--- src/rtl/zcg_pkg.sv ---
`timescale 1ns/1ps
package zcg_pkg;
   typedef enum logic [1:0] {
      SEL_LEFT  = 2'd0,
      SEL_RIGHT = 2'd1,
      SEL_CTRL  = 2'd2,
      SEL_NONE  = 2'd3
   } wsel_e;

   // control word bit positions
   localparam int CTRL_GMUTE_BIT = 0;
   localparam int CTRL_ZCMODE_BIT = 1;

   localparam int NUM_CH = 2;
endpackage

--- src/rtl/zcg_cross_det.sv ---
`timescale 1ns/1ps
module zcg_cross_det #(
   parameter int SAMPLE_W      = 16,
   parameter bit ZERO_IS_CROSS = 1'b1
) (
   input  logic                clk,
   input  logic                rst_n,
   input  logic                smp_vld,
   input  logic [SAMPLE_W-1:0] smp,
   output logic                zc_o
);
   localparam int SIGN_BIT = SAMPLE_W - 1;

   logic prev_sign_q;
   logic prev_vld_q;
   logic zc_q;
   logic sign_flip;
   logic is_zero;
   logic hit;

   assign sign_flip = prev_vld_q && (smp[SIGN_BIT] != prev_sign_q);

   generate
      if (ZERO_IS_CROSS) begin : g_zero_cross
         assign is_zero = (smp == '0);
      end else begin : g_sign_only
         assign is_zero = 1'b0;
      end
   endgenerate

   assign hit = smp_vld && (sign_flip || is_zero);

   always_ff @(posedge clk or negedge rst_n) begin
      if (!rst_n) begin
         prev_sign_q <= 1'b0;
         prev_vld_q  <= 1'b0;
         zc_q        <= 1'b0;
      end else begin
         zc_q <= hit;
         if (smp_vld) begin
            prev_sign_q <= smp[SIGN_BIT];
            prev_vld_q  <= 1'b1;
         end
      end
   end

   assign zc_o = zc_q;
endmodule

--- src/rtl/zcg_ctrl_reg.sv ---
`timescale 1ns/1ps
module zcg_ctrl_reg
   import zcg_pkg::*;
#(
   parameter int CODE_W = 7
) (
   input  logic              clk,
   input  logic              rst_n,
   input  logic              wr_en,
   input  logic [1:0]        wr_sel,
   input  logic [CODE_W-1:0] wr_data,
   output logic              zc_mode_o,
   output logic              gm_tgt_o
);
   logic zc_mode_q;
   logic gm_tgt_q;
   logic ctrl_hit;

   assign ctrl_hit = wr_en && (wsel_e'(wr_sel) == SEL_CTRL);

   always_ff @(posedge clk or negedge rst_n) begin
      if (!rst_n) begin
         zc_mode_q <= 1'b0;
         gm_tgt_q  <= 1'b0;
      end else if (ctrl_hit) begin
         zc_mode_q <= wr_data[CTRL_ZCMODE_BIT];
         gm_tgt_q  <= wr_data[CTRL_GMUTE_BIT];
      end
   end

   assign zc_mode_o = zc_mode_q;
   assign gm_tgt_o  = gm_tgt_q;
endmodule

--- src/rtl/zcg_chan_seq.sv ---
`timescale 1ns/1ps
module zcg_chan_seq #(
   parameter int CODE_W    = 7,
   parameter int MUTE_CODE = 88
) (
   input  logic              clk,
   input  logic              rst_n,
   input  logic              wr_hit,
   input  logic [CODE_W-1:0] wr_code,
   input  logic              zc_mode,
   input  logic              gm_tgt,
   input  logic              zc,
   output logic [CODE_W-1:0] gain_o,
   output logic              mute_o
);
   localparam logic [CODE_W-1:0] MUTE_C = CODE_W'(MUTE_CODE);

   logic [CODE_W-1:0] app_q;
   logic [CODE_W-1:0] arm_q;
   logic              arm_vld_q;
   logic              gm_app_q;
   logic              wr_is_mute;
   logic              release_now;

   assign wr_is_mute  = (wr_code >= MUTE_C);
   assign release_now = !zc_mode || zc;

   // volume path: applied code and one armed slot
   always_ff @(posedge clk or negedge rst_n) begin
      if (!rst_n) begin
         app_q     <= MUTE_C;
         arm_q     <= MUTE_C;
         arm_vld_q <= 1'b0;
      end else if (wr_hit) begin
         if (wr_is_mute || !zc_mode) begin
            app_q     <= wr_code;
            arm_vld_q <= 1'b0;
         end else begin
            if (arm_vld_q) begin
               app_q <= arm_q;
            end
            arm_q     <= wr_code;
            arm_vld_q <= 1'b1;
         end
      end else if (arm_vld_q && release_now) begin
         app_q     <= arm_q;
         arm_vld_q <= 1'b0;
      end
   end

   // general mute image for this channel
   always_ff @(posedge clk or negedge rst_n) begin
      if (!rst_n) begin
         gm_app_q <= 1'b0;
      end else if ((gm_app_q != gm_tgt) && release_now) begin
         gm_app_q <= gm_tgt;
      end
   end

   assign gain_o = app_q;
   assign mute_o = gm_app_q || (app_q >= MUTE_C);
endmodule

--- src/rtl/zc_gain_ctrl.sv ---
`timescale 1ns/1ps
module zc_gain_ctrl
   import zcg_pkg::*;
#(
   parameter int CODE_W        = 7,
   parameter int MUTE_CODE     = 88,
   parameter int SAMPLE_W      = 16,
   parameter bit ZERO_IS_CROSS = 1'b1
) (
   input  logic                clk,
   input  logic                rst_n,
   input  logic                wr_en,
   input  logic [1:0]          wr_sel,
   input  logic [CODE_W-1:0]   wr_data,
   input  logic                smp_valid,
   input  logic [SAMPLE_W-1:0] smp_l,
   input  logic [SAMPLE_W-1:0] smp_r,
   output logic [CODE_W-1:0]   gain_l,
   output logic [CODE_W-1:0]   gain_r,
   output logic                mute_l,
   output logic                mute_r
);
   localparam int CODE_SPAN = 1 << CODE_W;

   generate
      if (CODE_W < 2) begin : g_bad_code_w
         $error("zc_gain_ctrl: CODE_W must hold the control word");
      end
      if (MUTE_CODE < 1 || MUTE_CODE >= CODE_SPAN) begin : g_bad_mute
         $error("zc_gain_ctrl: MUTE_CODE outside the code range");
      end
      if (SAMPLE_W < 2) begin : g_bad_smp_w
         $error("zc_gain_ctrl: SAMPLE_W too small for a signed sample");
      end
   endgenerate

   logic                               zc_mode;
   logic                               gm_tgt;
   logic [NUM_CH-1:0]                  zc_pulse;
   logic [NUM_CH-1:0][SAMPLE_W-1:0]    smp_arr;
   logic [NUM_CH-1:0][CODE_W-1:0]      gain_arr;
   logic [NUM_CH-1:0]                  mute_arr;

   assign smp_arr[0] = smp_l;
   assign smp_arr[1] = smp_r;

   zcg_ctrl_reg #(
      .CODE_W (CODE_W)
   ) u_ctrl (
      .clk       (clk),
      .rst_n     (rst_n),
      .wr_en     (wr_en),
      .wr_sel    (wr_sel),
      .wr_data   (wr_data),
      .zc_mode_o (zc_mode),
      .gm_tgt_o  (gm_tgt)
   );

   generate
      for (genvar ch = 0; ch < NUM_CH; ch++) begin : g_ch
         logic wr_hit;
         assign wr_hit = wr_en && (wr_sel == 2'(ch));

         zcg_cross_det #(
            .SAMPLE_W      (SAMPLE_W),
            .ZERO_IS_CROSS (ZERO_IS_CROSS)
         ) u_det (
            .clk     (clk),
            .rst_n   (rst_n),
            .smp_vld (smp_valid),
            .smp     (smp_arr[ch]),
            .zc_o    (zc_pulse[ch])
         );

         zcg_chan_seq #(
            .CODE_W    (CODE_W),
            .MUTE_CODE (MUTE_CODE)
         ) u_seq (
            .clk     (clk),
            .rst_n   (rst_n),
            .wr_hit  (wr_hit),
            .wr_code (wr_data),
            .zc_mode (zc_mode),
            .gm_tgt  (gm_tgt),
            .zc      (zc_pulse[ch]),
            .gain_o  (gain_arr[ch]),
            .mute_o  (mute_arr[ch])
         );
      end
   endgenerate

   assign gain_l = gain_arr[0];
   assign gain_r = gain_arr[1];
   assign mute_l = mute_arr[0];
   assign mute_r = mute_arr[1];
endmodule

--- config.mk ---
export PLATFORM = sky130hd
export DESIGN_NAME = zc_gain_ctrl
export DESIGN_NICKNAME = d
export VERILOG_FILES = /design/src/rtl/zcg_pkg.sv /design/src/rtl/zcg_cross_det.sv /design/src/rtl/zcg_ctrl_reg.sv /design/src/rtl/zcg_chan_seq.sv /design/src/rtl/zc_gain_ctrl.sv
export SDC_FILE = /design/constraint.sdc
export NUM_CORES = 1
export LEC_CHECK = 0
export ABC_AREA = 1
export BUFFER_PORTS_ARGS = -buffer_cell sky130_fd_sc_hd__buf_2
export CORE_UTILIZATION = 39
export DETAILED_ROUTE_END_ITERATION = 12
export PLACE_DENSITY = 0.72
export SYNTH_ARGS = -nofsm -noshare
export SYNTH_HDL_FRONTEND = slang
export SYNTH_SLANG_ARGS = --single-unit
--- constraint.sdc ---
create_clock -name clk -period 1.2 [get_ports clk]
set_input_delay 0 -clock clk [delete_from_list [all_inputs] [get_ports clk]]
set_output_delay 0 -clock clk [all_outputs]
set_load 0.1 [all_outputs]
== Yosys cells after proc, flatten, opt, wreduce, memory -nomap -nowiden ==
Cells that the tools add are included.
W data, S select, Z words.
Storage, ports and cells
  register bits after elaboration: 39
  bits of input ports: 45
  output and inout port bits: 16
Operators by class
  $lt $le $gt $ge: 3
  equal/unequal tests: 8
  muxes and demuxes: 13
  bitwise operators: 1
  reduce and logical (&&, ||, !) cells: 28
Operator list (count)
  $mux W7: 8
  $logic_not A16 Y1: 2
  $ge A7 B7 Y1 const B: 3
  $logic_and A1 B1 Y1: 11
  $reduce_and A2 Y1: 4
  $logic_or A1 B1 Y1: 7
  $ne A3 B3 Y1 const B: 2
  $mux W1: 5
  $ne A1 B1 Y1: 4
  $reduce_bool A2 Y1: 2
  $eq A2 B1 Y1 const B: 1
  $eq A2 B2 Y1 const B: 1
  $logic_not A2 Y1: 1
  $logic_not A1 Y1: 1
  $not A1 Y1: 1

== Logic depth before layout (Yosys ltp) ==
Gate-level depths: netlist (run 1).
  depth in word-level cells: 5
  depth in mapped cells: 9

== Cells and area by module ==
Synthesis (run 1) repeated with hierarchy kept, for this count alone.
Second synthesis, totals
  cells, all modules: 273
  area, all modules: 2024.4 µm²
By module, submodules not included
  zcg_chan_seq: instances 2, cells each 102, area an instance 782.0 µm²
  zcg_cross_det: instances 2, cells each 27, area an instance 175.2 µm²
  zcg_ctrl_reg: instances 1, cells each 10, area an instance 91.3 µm²
  zc_gain_ctrl: instances 1, cells each 5, area an instance 18.8 µm²

== Worst setup path before layout (run 1) ==
OpenSTA, ideal clock, no wires.
  path type: reg2out
  start: register g_ch[0].u_seq.app_q[5]
  end: output port mute_l
  arrival: 1.795 ns
  data required time: 1.200 ns
  slack: -0.595 ns
  stages on the path, launching flop included: 3
  path through: dfrtp_1 -> o21ai_0 -> nand2_1
Between the ends
  word-level cells in the longest chain between the ends: 2
RTL lines
  from (decl): RTL line zcg_chan_seq.sv:18  | logic [CODE_W-1:0] app_q;
  from (signal assigned): RTL line zcg_chan_seq.sv:36  | app_q <= wr_code;
  from (signal assigned): RTL line zcg_chan_seq.sv:40  | app_q <= arm_q;
  from (signal assigned): RTL line zcg_chan_seq.sv:46  | app_q <= arm_q;
  $ge A7 B7 Y1: RTL line zcg_chan_seq.sv:61  | assign mute_o = gm_app_q || (app_q >= MUTE_C);
  $logic_or A1 B1 Y1: RTL line zcg_chan_seq.sv:61
  to (decl): RTL line zc_gain_ctrl.sv:20  | output logic mute_l,
Every way passes these cells.

== Final worst setup path (run 1) ==
  start: register g_ch[0].u_seq.app_q[3]
  end: output port mute_l
The elaborated chain is that of the path after synthesis.

==> results of run 1 <==
[registers in the layout (all words and copies together) (netlist names)]
name	count
u_ctrl.gm_tgt_o	1
g_ch.u_det.prev_vld_q	1
g_ch.u_det.zc_o	2
g_ch.u_seq.gain_o	14
g_ch.u_seq.arm_q	14
u_ctrl.zc_mode_o	1
g_ch.u_seq.gm_app_q	2
g_ch.u_det.prev_sign_q	2
g_ch.u_seq.arm_vld_q	2
[logic make-up (layout without fill, tap and decap cells)]
family	Yosys count	in the layout
AO/OA/AOI/OAI	26	26
AND/OR/NAND/NOR	152	152
buffers and inverters	39	122
flip-flops	39	39
[where the power goes]
| group | internal (µW) | total [µW] | switching, µW |
|---|---|---|---|
| Clock | 525 | 992 | 468 |
| Sequential | 1900 | 2200 | 299 |
| Combinational | 1130 | 3690 | 2560 |
[placed cells by master, fill, tap and decap left out]
cell type      netlist  layout
nand2_4              5       6
buf_6                2       4
inv_4                3       2
or2_2                3       3
inv_2                3       4
buf_2                1      52
nand3_1             35      21
a21oi_1              4       4
nor2_1              22      22
nand2_8              0       1
dfstp_2             12       6
nand3_2              0      14
buf_12               0       9
o21ai_1              6       6
o21ai_2             10      10
clkbuf_1             0       1
dfrtp_2              0       3
dfrtp_1             27      24
clkinv_2             1       1
nor2_4               0       2
inv_1               29      27
nand2_1             84      79
buf_4                0       8
inv_8                0       2
dlygate4sd3_1        0       5
dfstp_4              0       6
o21ai_4              0       2
clkbuf_8             0       7
o21ai_0              6       4
nand2_2              1       4
[repair_timing]
action                                  in CTS  in global routing
hold endpoints to repair                    42                  0
buffers inserted                             4                  7
gates resized for setup                      5                 30
pin swaps                                    4                 12
hold buffers                                 5                  0
endpoints found under the setup margin       3                 21
[layout make-up]
class                   count  area share
clock buffers               8     0.03426
inverters                  36     0.05353
multi-input cells         178      0.3315
flip-flops and latches     39      0.3482
well taps                  67     0.02869
repair buffers             78      0.2039
[metal layers]
| layer | share of wire | vias to the layer above | track usage |
|---|---|---|---|
| met5 | 0 | - | 0 |
| met4 | 0.012 | 0 | 0.05983 |
| met3 | 0.047 | 8 | 0.05624 |
| met2 | 0.49 | 56 | 0.2936 |
| met1 | 0.45 | 857 | 0.2331 |
| li1 | - | 963 | - |
[through the flow]
step / util / total power (µW) / worst slack (ns) / hold slack [ns]
floorplan: - / 4621 / -0.05045 / -0.2956
global placement: 0.5306 / 5529 / 0.06184 / -0.01798
detailed placement: 0.5306 / 5563 / 0.02140 / -0.01799
CTS: 0.5704 / 6684 / -0.1390 / 0.004049
global route: 0.6065 / 7201 / -0.1792 / 0.02603
finish: 0.6065 / 6875 / -0.1391 / -0.001247
[tightest hold or removal path, stage by stage]
cell and delay, ns:
buf_2 0.10, inv_1 0.12, o21ai_2 0.07
[final timing paths]
check	end	slack, ns	cells past startpoint
hold reg to reg	g_ch[1].u_seq.arm_q[3]	0.48	2
max in group asynchronous	g_ch[1].u_seq.arm_q[4]	0.75	3
setup reg to reg	g_ch[1].u_seq.gain_o[6]	0	7
min in group asynchronous	g_ch[1].u_seq.gain_o[2]	0.19	3
hold / removal	g_ch[0].u_seq.arm_q[3]	-0.001	3
setup / recovery	mute_l	-0.14	5
==> impl_metrics.csv, run 1 <==
group,metric,value,unit
power_and_ir_drop,power_density,2353,nW/µm²
yosys,synthAdderAreaFrac,0,
clock_network,cts_tree,"done",
yosys,synth_compound_area_frac,0.08396,
final_layout,drive_gt1_frac,0.4307,
clock_network,cts_buffer_depth,2,
place,dp_hpwl,3217,µm
yosys,yosysSeqAreaShare,0.4962,
global_routing,antenna_found_initial,0,
yosys,synthSimpleGateAreaFrac,0.3340,
final_layout,nFillCells,433,
drt,num_vias,1884,
power_and_ir_drop,total_leakage_power,0.001499,µW
floorplanning,core-area,4817,µm²
drt,ant_nets,0,
clock_network,htreeDepth,2,
sta,finalSetupViolations,4,
final_layout,antenna_cells,0,
yosys,synth.avg_cell_area,7.800,µm²
critical_path,startpoint,"g_ch[0].u_seq.gain_o[3]",
final_layout,final_cell_count_no_fill,406,
yosys,synth_top_family_by_area,"simple AND/OR/NAND/NOR gates",
sta,hold_slack,-0.001247,ns
critical_path,cp.arrival,1.34,ns
hold_path,min_path_type,"input pin to register",
clock_network,clk_latency,0.30,ns
run_status,status,"finished, violations left",
drt,wl_per_cell,11.48,µm
global_routing,grt_overflow,0,
drt,route.detailed.drc,0,
power_and_ir_drop,ir_drop,0.001008,V
drt,routed_wirelength,4661,µm
yosys,synth_area,1997,µm²
yosys,synthTopCellsByArea,"dfrtp_1 34%, dfstp_2 16%, nand2_1 16%",
sta,finalHoldViolations,1,
yosys,syn-num-nets,301,
critical_path,worstSetupPathType,"register to primary output",
yosys,synth_flop_cell,"dfrtp_1",
critical_path,crit_fanout,2,
sta,slew_violations,0,
critical_path,crit_family,"flip-flops",
place,placed_area,2556,µm²
sta,fin_ws,-0.1391,ns
yosys,yosys-mux-area-fraction,0,
clock_network,cts_sinks,39,
yosys,yosysUniqueCellTypes,19,
yosys,netlist.area_leader.share,0.3383,
drt,dr.pass1.iters,4,
yosys,syn_inst,256,
place,placed_cells,383,
place,gp_congestion,0.7576,
sta,totalNegativeSetupSlack,-0.2959,ns
critical_path,worstReg2RegStart,"u_ctrl.zc_mode_o",
place,io_buffer_count,60,
sta,worst_slew_pin_slew,0.4900,ns
clock_network,clk_pin_slew,0.07,ns
final_layout,fin_nets,383,
sta,period_needed,1.339,ns
yosys,synth_xor_area_frac,0,
run_status,violations,"hold timing, setup timing",
yosys,synth_enable_flop_cells,0,
yosys,yosysMostFrequentCell,"nand2_1",
yosys,synth_common_cells,"84 x nand2_1, 35 x nand3_1, 29 x inv_1, 27 x dfrtp_1, 22 x nor2_1",
critical_path,cp-end-kind,"primary output",
sta,finClkSkew,0.003777,ns
critical_path,critPathLaunchType,"register",
critical_path,path_cells,"nand2_2 -> inv_2 -> o21ai_2 -> nand2_4 -> buf_12",
final_layout,multiInputGateArea,968.4,µm²
global_routing,first_global_vias,1716,
yosys,yosys.area.top_type,"dfrtp_1",
critical_path,path_buf_inv,2,
sta,slew_headroom,0.6756,
critical_path,cp_slowest_cell,"dfstp_4",
final_layout,seqCellArea,1017,µm²
floorplanning,initial_utilization,0.4145,
global_routing,grt_max_degree,40,
critical_path,cpPeakStageDelay,0.63,ns
flow_run,maxCapViolations,0,
clock_network,cts_made_buffers,5,
floorplanning,die-area,5410,µm²
floorplanning,num_rows,25,
yosys,async_flop_share,1.000,
hold_path,worstHoldStart,"wr_data[3]",
final_layout,fin_area,2922,µm²
sta,period_share,1.116,
final_layout,synthToLayoutAreaGrowth,46.30,%
clock_network,cts_root_buffer,"clkbuf_8",
floorplanning,io_pins,61,
sta,fmax,746.8,MHz
yosys,synth-seq-cells,39,
critical_path,critPathRequiredTime,1.20,ns
sta,rsz0062_at_grt,"yes",
global_routing,grtUsageTotal,0.1823,
global_routing,grt_pass1_wl,7403,µm
drt,drt_iter0_drc,128,
yosys,yosys_warnings,0,
floorplanning,dieHeight,73.56,µm
floorplanning,die_w,73.56,µm
drt,viasPerCell,4.640,
No activity file was read; power rests on OpenSTA's default activity.
==> run 2, diff against run 1 <==
--- a/config.mk
+++ b/config.mk
@@ -10,6 +10,8 @@
 export CORE_UTILIZATION = 39
 export DETAILED_ROUTE_END_ITERATION = 12
 export PLACE_DENSITY = 0.72
+export SETUP_SLACK_MARGIN = 0.2
 export SYNTH_ARGS = -nofsm -noshare
 export SYNTH_HDL_FRONTEND = slang
+export SYNTH_HIERARCHICAL = 1
 export SYNTH_SLANG_ARGS = --single-unit
==> impl_metrics.csv, run 2 <==
group,metric,value,unit
yosys,synthTopCellsByArea,"dfrtp_1 35%, nand2_1 17%, dfstp_2 16%",
place,io_buffer_count,60,
floorplanning,initial_utilization,0.4175,
run_status,status,"finished, violations left",
drt,route.detailed.drc,0,
power_and_ir_drop,power_density,2203,nW/µm²
floorplanning,core-area,4848,µm²
critical_path,critPathLaunchType,"register",
sta,finClkSkew,0.003720,ns
final_layout,antenna_cells,0,
floorplanning,io_pins,61,
place,gp_congestion,0.8021,
floorplanning,num_rows,25,
yosys,synth_area,2024,µm²
global_routing,grt_max_degree,24,
clock_network,cts_made_buffers,5,
critical_path,worstSetupPathType,"register to primary output",
yosys,netlist.area_leader.share,0.3461,
clock_network,clk_latency,0.30,ns
drt,routed_wirelength,6322,µm
final_layout,fin_nets,427,
yosys,yosysMostFrequentCell,"nand2_1",
global_routing,grt_pass1_wl,8556,µm
global_routing,first_global_vias,1930,
sta,slew_headroom,0.6944,
final_layout,synthToLayoutAreaGrowth,69.96,%
final_layout,nFillCells,340,
clock_network,cts_tree,"done",
yosys,synth_flop_cell,"dfrtp_1",
sta,period_share,1.124,
yosys,synth.avg_cell_area,7.416,µm²
critical_path,cp.arrival,1.35,ns
clock_network,cts_sinks,40,
sta,period_needed,1.349,ns
yosys,synth_common_cells,"92 x nand2_1, 38 x inv_1, 30 x nand3_1, 28 x dfrtp_1, 22 x nor2_1",
power_and_ir_drop,power,7579,µW
clock_network,htreeDepth,2,
place,pre_cts_slack,-0.03526,ns
drt,dr.pass1.iters,4,
drt,viasPerCell,5.060,
place,dp_hpwl,3478,µm
final_layout,drive_gt1_frac,0.5117,
yosys,yosys_warnings,6,
sta,fmax,741.4,MHz
global_routing,antenna_found_initial,0,
drt,num_vias,2277,
flow_run,maxCapViolations,0,
yosys,yosys.area.top_type,"dfrtp_1",
sta,fin_ws,-0.1487,ns
yosys,syn_inst,273,
power_and_ir_drop,ir_drop,0.001304,V
yosys,synth_enable_flop_cells,0,
critical_path,crit_fanout,2,
sta,rsz0062_at_grt,"yes",
run_status,violations,"setup timing",
sta,hold_slack,0.01309,ns
drt,ant_nets,0,
global_routing,grtUsageTotal,0.2086,
floorplanning,dieHeight,74.05,µm
drt,drt_iter0_drc,215,
drt,wl_per_cell,14.05,µm
hold_path,min_path_type,"input pin to register",
floorplanning,die_w,74.05,µm
clock_network,clk_pin_slew,0.07,ns
global_routing,grt_overflow,0,
yosys,syn-num-nets,318,
critical_path,critPathRequiredTime,1.20,ns
clock_network,cts_buffer_depth,2,
final_layout,final_common_cell,"nand2_1",
sta,finalHoldViolations,0,
sta,worst_slew_pin_slew,0.4583,ns
final_layout,final_cell_mix,"72 x nand2_1, 44 x buf_2, 35 x inv_1",
floorplanning,die-area,5483,µm²
clock_network,cts_root_buffer,"clkbuf_8",
sta,finalSetupViolations,7,
sta,slew_violations,0,
power_and_ir_drop,total_leakage_power,0.001723,µW
yosys,yosysSeqAreaShare,0.5019,
critical_path,cp-end-kind,"primary output",
final_layout,utilization,0.7097,
yosys,synth-seq-cells,40,
yosys,async_flop_share,1.000,
yosys,yosysUniqueCellTypes,16,
run 2: cell count changes in the layout (fill, tap and decap cells not counted), moves of 7 or more:
cell,before,now
nand2_2,4,16
inv_1,27,35
buf_4,8,22
buf_6,4,15
nand3_1,21,12
buf_2,52,44
dlygate4sd3_1,5,13
nand2_1,79,72
run 2: final timing paths:
kind,start,cells after the start,to,slack (ns)
setup / recovery,g_ch[0].u_seq/gain_o[4],5,mute_l,-0.15
hold / removal,wr_data[5],3,g_ch[0].u_seq/arm_q[5],0.01
setup reg to reg,g_ch[0].u_seq/gain_o[4],6,g_ch[0].u_seq/gain_o[4],0
hold reg to reg,g_ch[0].u_det/prev_vld_q,2,g_ch[0].u_det/prev_vld_q,0.45
max in group asynchronous,rst_n,3,g_ch[0].u_seq/gain_o[4],0.48
min in group asynchronous,rst_n,2,g_ch[1].u_seq/arm_q[5],0.18
run 2: layer usage:
| metal | routed length [µm] | global-route usage |
|---|---|---|
| met3 | 406 | 0.03388 |
| met5 | 0 | 0 |
| met2 | 3267 | 0.3525 |
| met4 | 174 | 0.1068 |
| met1 | 2472 | 0.2576 |
run 2: layout make-up:
class	instances	area, µm²	area share
multi-input combinational	187	1152	0.3349
clock buffer	8	90.09	0.02618
tap	67	83.83	0.02436
inverter	44	180.2	0.05236
timing repair buffer	104	884.6	0.2571
sequential	40	1050	0.3051
run 2: timing repair:
item                                   CTS  global route
buffers inserted                        12            11
gates resized for setup                 28            71
endpoints found under the hold margin   52             1
cloned                                   1             1
setup endpoints to repair               46            39
hold buffers                            12             1
pin swaps                                8            24
run 2: metrics by stage:
step	area (µm²)	setup TNS [ns]	instances
3_3_place_gp	2703	0	404
6_report	3441	-0.6218	450
2_1_floorplan	2146	-0.1009	273
3_5_place_dp	2703	-0.1105	404
5_1_grt	3441	-0.8568	450
4_1_cts	3092	-0.3928	437
run 2: logic make-up (layout without fill, tap and decap cells):
logic type | Yosys count | count (layout) | synth area share
and+or+nand+nor | 157 | 159 | 0.3313
AOI/OAI and AO/OA | 28 | 28 | 0.07540
buffers and inverters | 48 | 156 | 0.09147
DFF | 40 | 40 | 0.5019
run 2: critical path: stages, from the launching register on:
cell,delay (ns)
dfstp_4,0.65
nand2_4,0.05
inv_2,0.05
o21ai_2,0.06
nand2_4,0.07
buf_12,0.16
run 2: power breakdown:
group / total, µW / internal, µW / switching [µW]
Sequential: 2320 / 1950 / 371
Clock: 941 / 469 / 472
Combinational: 4320 / 1530 / 2790
Total: 7580 / 3940 / 3630
